`src/rtl/ptr_agu_pkg.sv`:
```
package ptr_agu_pkg;
    typedef enum logic [2:0] {
        M_IND     = 3'd0,
        M_POSTINC = 3'd1,
        M_PREDEC  = 3'd2,
        M_DISP    = 3'd3,
        M_DIRECT  = 3'd4,
        M_PROG    = 3'd5,
        M_PROGINC = 3'd6,
        M_RSVD    = 3'd7
    } amode_e;

    typedef enum logic [1:0] {
        P_X    = 2'd0,
        P_Y    = 2'd1,
        P_Z    = 2'd2,
        P_RSVD = 2'd3
    } psel_e;

    typedef enum logic [2:0] {
        S_IDLE,
        S_FIRST,
        S_HOLD,
        S_LAST,
        S_REJECT
    } state_e;

    localparam logic [1:0] CYC_DATA = 2'd2;
    localparam logic [1:0] CYC_PROG = 2'd3;
endpackage

```
`src/rtl/ptr_agu_sel.sv`:
```
module ptr_agu_sel #(
    parameter int ADDR_W = 16
) (
    input  logic [1:0]        psel,
    input  logic [ADDR_W-1:0] ptr_x,
    input  logic [ADDR_W-1:0] ptr_y,
    input  logic [ADDR_W-1:0] ptr_z,
    output logic [ADDR_W-1:0] ptr_sel,
    output logic              ptr_ok
);
    import ptr_agu_pkg::*;

    always_comb begin
        ptr_ok  = 1'b1;
        ptr_sel = '0;
        unique case (psel_e'(psel))
            P_X:    ptr_sel = ptr_x;
            P_Y:    ptr_sel = ptr_y;
            P_Z:    ptr_sel = ptr_z;
            P_RSVD: ptr_ok  = 1'b0;
        endcase
    end
endmodule

```
`src/rtl/ptr_agu_calc.sv`:
```
module ptr_agu_calc #(
    parameter int          ADDR_W    = 16,
    parameter int          DISP_IN_W = 8,
    parameter int unsigned DISP_MAX  = 63
) (
    input  logic [2:0]           mode,
    input  logic [1:0]           psel,
    input  logic [DISP_IN_W-1:0] disp,
    input  logic [ADDR_W-1:0]    dir_addr,
    input  logic [ADDR_W-1:0]    ptr_sel,
    input  logic                 ptr_ok,
    input  logic [ADDR_W-1:0]    ptr_z,
    output logic                 legal,
    output logic [ADDR_W-1:0]    ea_n,
    output logic                 wb_need,
    output logic [1:0]           wb_sel_n,
    output logic [ADDR_W-1:0]    wb_val_n,
    output logic                 prog
);
    import ptr_agu_pkg::*;

    localparam logic [ADDR_W-1:0] ONE = ADDR_W'(1);

    logic [ADDR_W-1:0] disp_ext;
    logic              disp_in_range;
    logic              disp_base_ok;

    assign disp_ext      = ADDR_W'(disp);
    assign disp_in_range = (32'(disp) <= DISP_MAX);
    assign disp_base_ok  = (psel == P_Y) || (psel == P_Z);

    always_comb begin
        legal    = ptr_ok;
        ea_n     = ptr_sel;
        wb_need  = 1'b0;
        wb_sel_n = psel;
        wb_val_n = ptr_sel;
        prog     = 1'b0;
        unique case (amode_e'(mode))
            M_IND: ;
            M_POSTINC: begin
                wb_need  = 1'b1;
                wb_val_n = ptr_sel + ONE;
            end
            M_PREDEC: begin
                wb_need  = 1'b1;
                ea_n     = ptr_sel - ONE;
                wb_val_n = ptr_sel - ONE;
            end
            M_DISP: begin
                legal = disp_base_ok && disp_in_range;
                ea_n  = ptr_sel + disp_ext;
            end
            M_DIRECT: begin
                legal = 1'b1;
                ea_n  = dir_addr;
            end
            M_PROG: begin
                legal = 1'b1;
                prog  = 1'b1;
                ea_n  = ptr_z;
            end
            M_PROGINC: begin
                legal    = 1'b1;
                prog     = 1'b1;
                ea_n     = ptr_z;
                wb_need  = 1'b1;
                wb_sel_n = P_Z;
                wb_val_n = ptr_z + ONE;
            end
            M_RSVD: legal = 1'b0;
        endcase
    end
endmodule

```
`src/rtl/ptr_agu_fsm.sv`:
```
module ptr_agu_fsm #(
    parameter int ADDR_W = 16
) (
    input  logic              clk,
    input  logic              rst_n,
    input  logic              start,
    input  logic              legal,
    input  logic [ADDR_W-1:0] ea_n,
    input  logic              wb_need,
    input  logic [1:0]        wb_sel_n,
    input  logic [ADDR_W-1:0] wb_val_n,
    input  logic              prog,
    output logic              busy,
    output logic [ADDR_W-1:0] ea,
    output logic              prog_rd,
    output logic [1:0]        cyc_total,
    output logic              done,
    output logic              wb_en,
    output logic [1:0]        wb_sel,
    output logic [ADDR_W-1:0] wb_val,
    output logic              illegal
);
    import ptr_agu_pkg::*;

    state_e            state, state_n;
    logic              wb_need_q;
    logic              prog_q;
    logic [ADDR_W-1:0] ea_q;
    logic [1:0]        wb_sel_q;
    logic [ADDR_W-1:0] wb_val_q;
    logic              accept;

    assign accept = (state == S_IDLE) && start && legal;

    always_ff @(posedge clk) begin
        if (!rst_n) state <= S_IDLE;
        else        state <= state_n;
    end

    always_ff @(posedge clk) begin
        if (!rst_n) begin
            ea_q      <= '0;
            wb_need_q <= 1'b0;
            wb_sel_q  <= '0;
            wb_val_q  <= '0;
            prog_q    <= 1'b0;
        end else if (accept) begin
            ea_q      <= ea_n;
            wb_need_q <= wb_need;
            wb_sel_q  <= wb_sel_n;
            wb_val_q  <= wb_val_n;
            prog_q    <= prog;
        end
    end

    always_comb begin
        state_n = state;
        unique case (state)
            S_IDLE: begin
                if (start) state_n = legal ? S_FIRST : S_REJECT;
            end
            S_FIRST:  state_n = prog_q ? S_HOLD : S_LAST;
            S_HOLD:   state_n = S_LAST;
            S_LAST:   state_n = S_IDLE;
            S_REJECT: state_n = S_IDLE;
            default:  state_n = S_IDLE;
        endcase
    end

    always_comb begin
        busy      = 1'b0;
        done      = 1'b0;
        wb_en     = 1'b0;
        illegal   = 1'b0;
        cyc_total = 2'd0;
        unique case (state)
            S_IDLE: ;
            S_FIRST, S_HOLD: busy = 1'b1;
            S_LAST: begin
                busy  = 1'b1;
                done  = 1'b1;
                wb_en = wb_need_q;
            end
            S_REJECT: illegal = 1'b1;
            default: ;
        endcase
        if (busy) cyc_total = prog_q ? CYC_PROG : CYC_DATA;
    end

    assign ea      = ea_q;
    assign prog_rd = busy && prog_q;
    assign wb_sel  = wb_sel_q;
    assign wb_val  = wb_val_q;
endmodule

```
`src/rtl/ptr_agu.sv`:
```
module ptr_agu #(
    parameter int          ADDR_W    = 16,
    parameter int          DISP_IN_W = 8,
    parameter int unsigned DISP_MAX  = 63
) (
    input  logic                 clk,
    input  logic                 rst_n,
    input  logic                 start,
    input  logic [2:0]           mode,
    input  logic [1:0]           psel,
    input  logic [DISP_IN_W-1:0] disp,
    input  logic [ADDR_W-1:0]    dir_addr,
    input  logic [ADDR_W-1:0]    ptr_x,
    input  logic [ADDR_W-1:0]    ptr_y,
    input  logic [ADDR_W-1:0]    ptr_z,
    output logic                 busy,
    output logic [ADDR_W-1:0]    ea,
    output logic                 prog_rd,
    output logic [1:0]           cyc_total,
    output logic                 done,
    output logic                 wb_en,
    output logic [1:0]           wb_sel,
    output logic [ADDR_W-1:0]    wb_val,
    output logic                 illegal
);
    logic [ADDR_W-1:0] ptr_sel;
    logic              ptr_ok;
    logic              legal;
    logic [ADDR_W-1:0] ea_n;
    logic              wb_need;
    logic [1:0]        wb_sel_n;
    logic [ADDR_W-1:0] wb_val_n;
    logic              prog;

    ptr_agu_sel #(.ADDR_W(ADDR_W)) u_sel (
        .psel(psel), .ptr_x(ptr_x), .ptr_y(ptr_y), .ptr_z(ptr_z),
        .ptr_sel(ptr_sel), .ptr_ok(ptr_ok)
    );

    ptr_agu_calc #(.ADDR_W(ADDR_W), .DISP_IN_W(DISP_IN_W), .DISP_MAX(DISP_MAX)) u_calc (
        .mode(mode), .psel(psel), .disp(disp), .dir_addr(dir_addr),
        .ptr_sel(ptr_sel), .ptr_ok(ptr_ok), .ptr_z(ptr_z),
        .legal(legal), .ea_n(ea_n), .wb_need(wb_need), .wb_sel_n(wb_sel_n),
        .wb_val_n(wb_val_n), .prog(prog)
    );

    ptr_agu_fsm #(.ADDR_W(ADDR_W)) u_fsm (
        .clk(clk), .rst_n(rst_n), .start(start), .legal(legal), .ea_n(ea_n),
        .wb_need(wb_need), .wb_sel_n(wb_sel_n), .wb_val_n(wb_val_n), .prog(prog),
        .busy(busy), .ea(ea), .prog_rd(prog_rd), .cyc_total(cyc_total),
        .done(done), .wb_en(wb_en), .wb_sel(wb_sel), .wb_val(wb_val),
        .illegal(illegal)
    );
endmodule

```
`config.mk`:
```
export PLATFORM = sky130hd
export DESIGN_NAME = ptr_agu
export DESIGN_NICKNAME = d
export VERILOG_FILES = /design/src/rtl/ptr_agu_pkg.sv /design/src/rtl/ptr_agu_sel.sv /design/src/rtl/ptr_agu_calc.sv /design/src/rtl/ptr_agu_fsm.sv /design/src/rtl/ptr_agu.sv
export SDC_FILE = /design/constraint.sdc
export NUM_CORES = 1
export LEC_CHECK = 0
export BUFFER_PORTS_ARGS = -buffer_cell sky130_fd_sc_hd__buf_4
export CELL_PAD_IN_SITES_DETAIL_PLACEMENT = 0
export CELL_PAD_IN_SITES_GLOBAL_PLACEMENT = 1
export CORE_ASPECT_RATIO = 1.1
export CORE_MARGIN = 2
export CORE_UTILIZATION = 34
export CTS_CLUSTER_DIAMETER = 100
export DETAILED_ROUTE_END_ITERATION = 16
export GPL_TIMING_DRIVEN = 0
export PLACE_DENSITY = 0.79
export SLEW_MARGIN = 0
export SYNTH_ARGS = -nofsm -noshare
export SYNTH_HDL_FRONTEND = slang
export SYNTH_SLANG_ARGS = --single-unit
```
`constraint.sdc`:
```
create_clock -name clk -period 3.3 [get_ports clk]
set_clock_uncertainty 0.1 [all_clocks]
set_input_delay 0 -clock clk [delete_from_list [all_inputs] [get_ports clk]]
set_output_delay 0 -clock clk [all_outputs]
set_load 0.02 [all_outputs]
```
==> metrics.txt <==
count of input and output buffers=approximately 120; Top-Level Pins=121; Sw Share=about two fifths; fmax=313 MHz; Post-Synth Simple-Gate Area=23.6%; global-route wire length before repair=just over 30 mm; largest net degree at the start of global routing=14; DR vias=around 5.7k; Max FO, Critical Path=10; remaining antenna violation count after routing=0; post-route cell area=about 5900 um2; CTS tree=yes; post-DR vias/cell=around 6.3; routability-driven placement congestion ratio=a little over 0.9; reported net switching power=approximately 900 uW; internal power=between 1 and 1.5 mW; H-tree depth=2; Hold Vio Cnt, Final=0; 1st-iter DRT viols=about 630; Fillers=around 1.3k; Setup violations, final=0; xor and xnor fraction of the mapped netlist area=between 6 and 7%; crit end category=flip-flop; Syn Area/Cell=about 7.1 um2; RSZ-0062 raised after global routing=no; commonest non-fill, non-tap cells in the layout=buf_4, o21ai_0, nor2_1; Routed WL=just over 20 mm; wire per inst=22.9 um; number of synthesized flops with an enable pin=0; Seq/Total Area, Yosys=a little under a fifth; Flop pwr share=between 20% and 30%; DP Cell Count=between 800 and 900; most common cell after layout, fill and taps aside=buf_4; GRT Overall Usage=~30%; worst min path class=in2reg; diode count=0; largest family of logic cells by synthesized area=compound AO/OA/AOI/OAI gates; placed instance area=roughly 5400 um2; Syn Nets=703; grt ovf=0; NumNets Final=roughly 840; Compound-Gate Fraction of Synth Area=36.5%; clk slew on worst S/H paths=approximately 0.060 ns; combinational power share=around half; Die X=between 100 and 150 um; post-route insts no fill=approximately 910; WS Path Type=in2reg; # rows=43; worst-case clock buffer depth=2; Final HPWL DP=approximately 16 mm; WP data arrival=3.28 ns; outcome=completed; worst skew pair latency=about 0.29 ns; Worst slew margin=a little under an eighth; post-synthesis adder-cell area fraction=4.28%; MaxCap Viol Count=0; Cell Area, Synth=~4300 um2; Core Region=about 13000 um2; layout cells sized above 1=around a quarter; Min Clock Period, post-route=around 3.2 ns; proportion of synthesized area in mux cells=about 4.0%; P&R area growth vs syn=36.1%; Clock Sinks=39; Initial DRT Pass Iterations=7; Final period util=96.7%; fin. max-slew vios=0; FF/Latch Area=781 um2; # DRC=0; P per Cell Area=381 nW/um2; Synth async-reset ratio=0%; Multi-input gate area=3390 um2; slew of the pin with the lowest slew margin=1.33 ns; ys flop type=dfxtp_1; CP Launch Type=input port; Die ar.=approximately 14000 um2; effective utilization at floorplan=34.5%; peak supply drop=~0.25 mV; Cell variety after synth=68; clock power share=between 20% and 30%; cell count after synthesis=about 610; synthesized flop and latch total=39; initial antenna violation count=0; total of warnings raised by yosys=0; leak pwr=2.41 nW; number of global-route vias before repair=5445; CP required=between 3 and 4 ns; Inserted Clock Buffers=5; die height=approximately 120 um; root buffer cell=clkbuf_16
## synthesized netlist by cell type (3+ instances only)
| cell type | count | share of area, % |
|---|---|---|
| nor4b_1 | 4 | 0.81 |
| and2_1 | 4 | 0.58 |
| xnor2_1 | 17 | 3.4 |
| nand2b_1 | 4 | 0.58 |
| buf_2 | 7 | 0.81 |
| a21boi_0 | 5 | 0.87 |
| xor2_1 | 13 | 2.6 |
| o22ai_1 | 5 | 0.72 |
| mux2i_1 | 16 | 3.7 |
| a222oi_1 | 15 | 3.5 |
| nor3_1 | 19 | 2.2 |
| a2111oi_0 | 4 | 0.81 |
| nor4_1 | 7 | 1.0 |
| a31oi_1 | 16 | 2.3 |
| or3_1 | 6 | 0.87 |
| o211a_1 | 4 | 0.93 |
| o221ai_1 | 4 | 0.81 |
| nor2_1 | 54 | 4.7 |
| and3_1 | 8 | 1.2 |
| o211ai_1 | 10 | 1.7 |
| a21oi_1 | 44 | 5.1 |
| clkbuf_1 | 42 | 3.6 |
| a21o_1 | 5 | 0.87 |
| a22oi_1 | 13 | 2.3 |
| nor3b_1 | 3 | 0.52 |
| inv_1 | 14 | 1.2 |
| nand3_1 | 20 | 2.3 |
| nand4_1 | 5 | 0.72 |
| o21ai_0 | 66 | 7.6 |
| nand3b_1 | 3 | 0.52 |
| a221oi_1 | 5 | 1.0 |
| nor2b_1 | 7 | 1.0 |
| a211oi_1 | 9 | 1.6 |
| o31ai_1 | 3 | 0.52 |
| buf_4 | 3 | 0.52 |
| or2_2 | 7 | 1.0 |
| nand2_1 | 42 | 3.6 |
| a32oi_1 | 3 | 0.61 |
| ha_1 | 14 | 4.0 |
| o21a_1 | 6 | 1.0 |
| dfxtp_1 | 39 | 18 |
## power by group through the flow
stage,clock network (mW),logic (mW),registers [mW]
detailed placement,0,1.03,0.585
global placement,0,1.02,0.583
finish,0.564,1.10,0.575
CTS,0.567,1.07,0.575
floorplan,0,0.543,0.646
global route,0.589,1.18,0.581
## state kept, by name (all words and copies together), names as in the netlist
| signal | count |
|---|---|
| u_fsm.ea | 16 |
| u_fsm.wb_val | 16 |
| u_fsm.state | 3 |
| u_fsm.wb_sel | 2 |
| u_fsm.prog_q | 1 |
| u_fsm.wb_need_q | 1 |
## through the flow
step	hold slack [ns]	util (%)	setup TNS (ns)	setup slack, ns	total power [mW]
after floorplan	0.0459	-	0	0.0131	1.19
after global placement	0.145	43.2	-27.03	-1.46	1.60
after detailed placement	0.156	43.2	-26.64	-1.47	1.61
after CTS	0.0442	46.2	0	0.00239	2.21
after global routing	0.0435	47.0	0	0.0299	2.35
final	0.0499	47.0	0	0.108	2.24
## what timing repair did
action | in CTS | in global routing
pin swaps | 5 | 6
gates resized for setup | 37 | 10
endpoints found under the hold margin | 3 | 0
hold buffers | 2 | 0
buffers inserted | 6 | 7
setup endpoints to repair | 24 | 15
## area by class of cell
cell class | instances | share of cell area, %
Buffer | 52 | 4.72
Clock buffer | 5 | 2.13
Clock inverter | 3 | 0.744
Inverter | 14 | 0.893
Multi-Input combinational cell | 501 | 57.6
Sequential cell | 39 | 13.3
Tap cell | 157 | 3.34
Timing Repair Buffer | 134 | 17.3
## worst paths after layout
check | startpoint | cells after the start | to | slack [ns]
worst max-delay path | psel[0] | 13 | u_fsm.ea[11] | 0.11
worst min-delay path | psel[0] | 3 | u_fsm.wb_sel[0] | 0.05
worst max register to register | u_fsm.state[0] | 6 | u_fsm.wb_val[4] | 0.47
worst min register to register | u_fsm.ea[0] | 2 | u_fsm.ea[0] | 0.37
## critical path, cell delays in order
cell and delay, ns:
buf_4 0.15, inv_2 0.08, ha_4 0.20, buf_6 0.15, a222oi_1 1.04, or3_1 0.21
clkbuf_1 0.31, nor2_1 0.15, o21ai_0 0.23, o21ai_4 0.14, xor2_1 0.19, a211oi_2 0.11
nor4b_2 0.28
## routing by layer
layer	GRT usage, %	vias to the layer above	wire (um)
met3	4.10	57	1400
met2	50.0	281	9730
met4	16.0	0	1160
met1	36.3	2743	8450
li1	-	2592	-
met5	0	-	0
## cells by family (layout without fill, tap and decap cells)
| family | Yosys count | in the layout |
|---|---|---|
| AOI/OAI and AO/OA | 236 | 236 |
| and+or+nand+nor | 201 | 201 |
| buffers and inverters | 69 | 208 |
| DFF | 39 | 39 |
| xor gates and xnor gates | 32 | 32 |
| muxes | 17 | 17 |
| adders and majority gates | 15 | 15 |
Power figures use the tool's default switching activity.
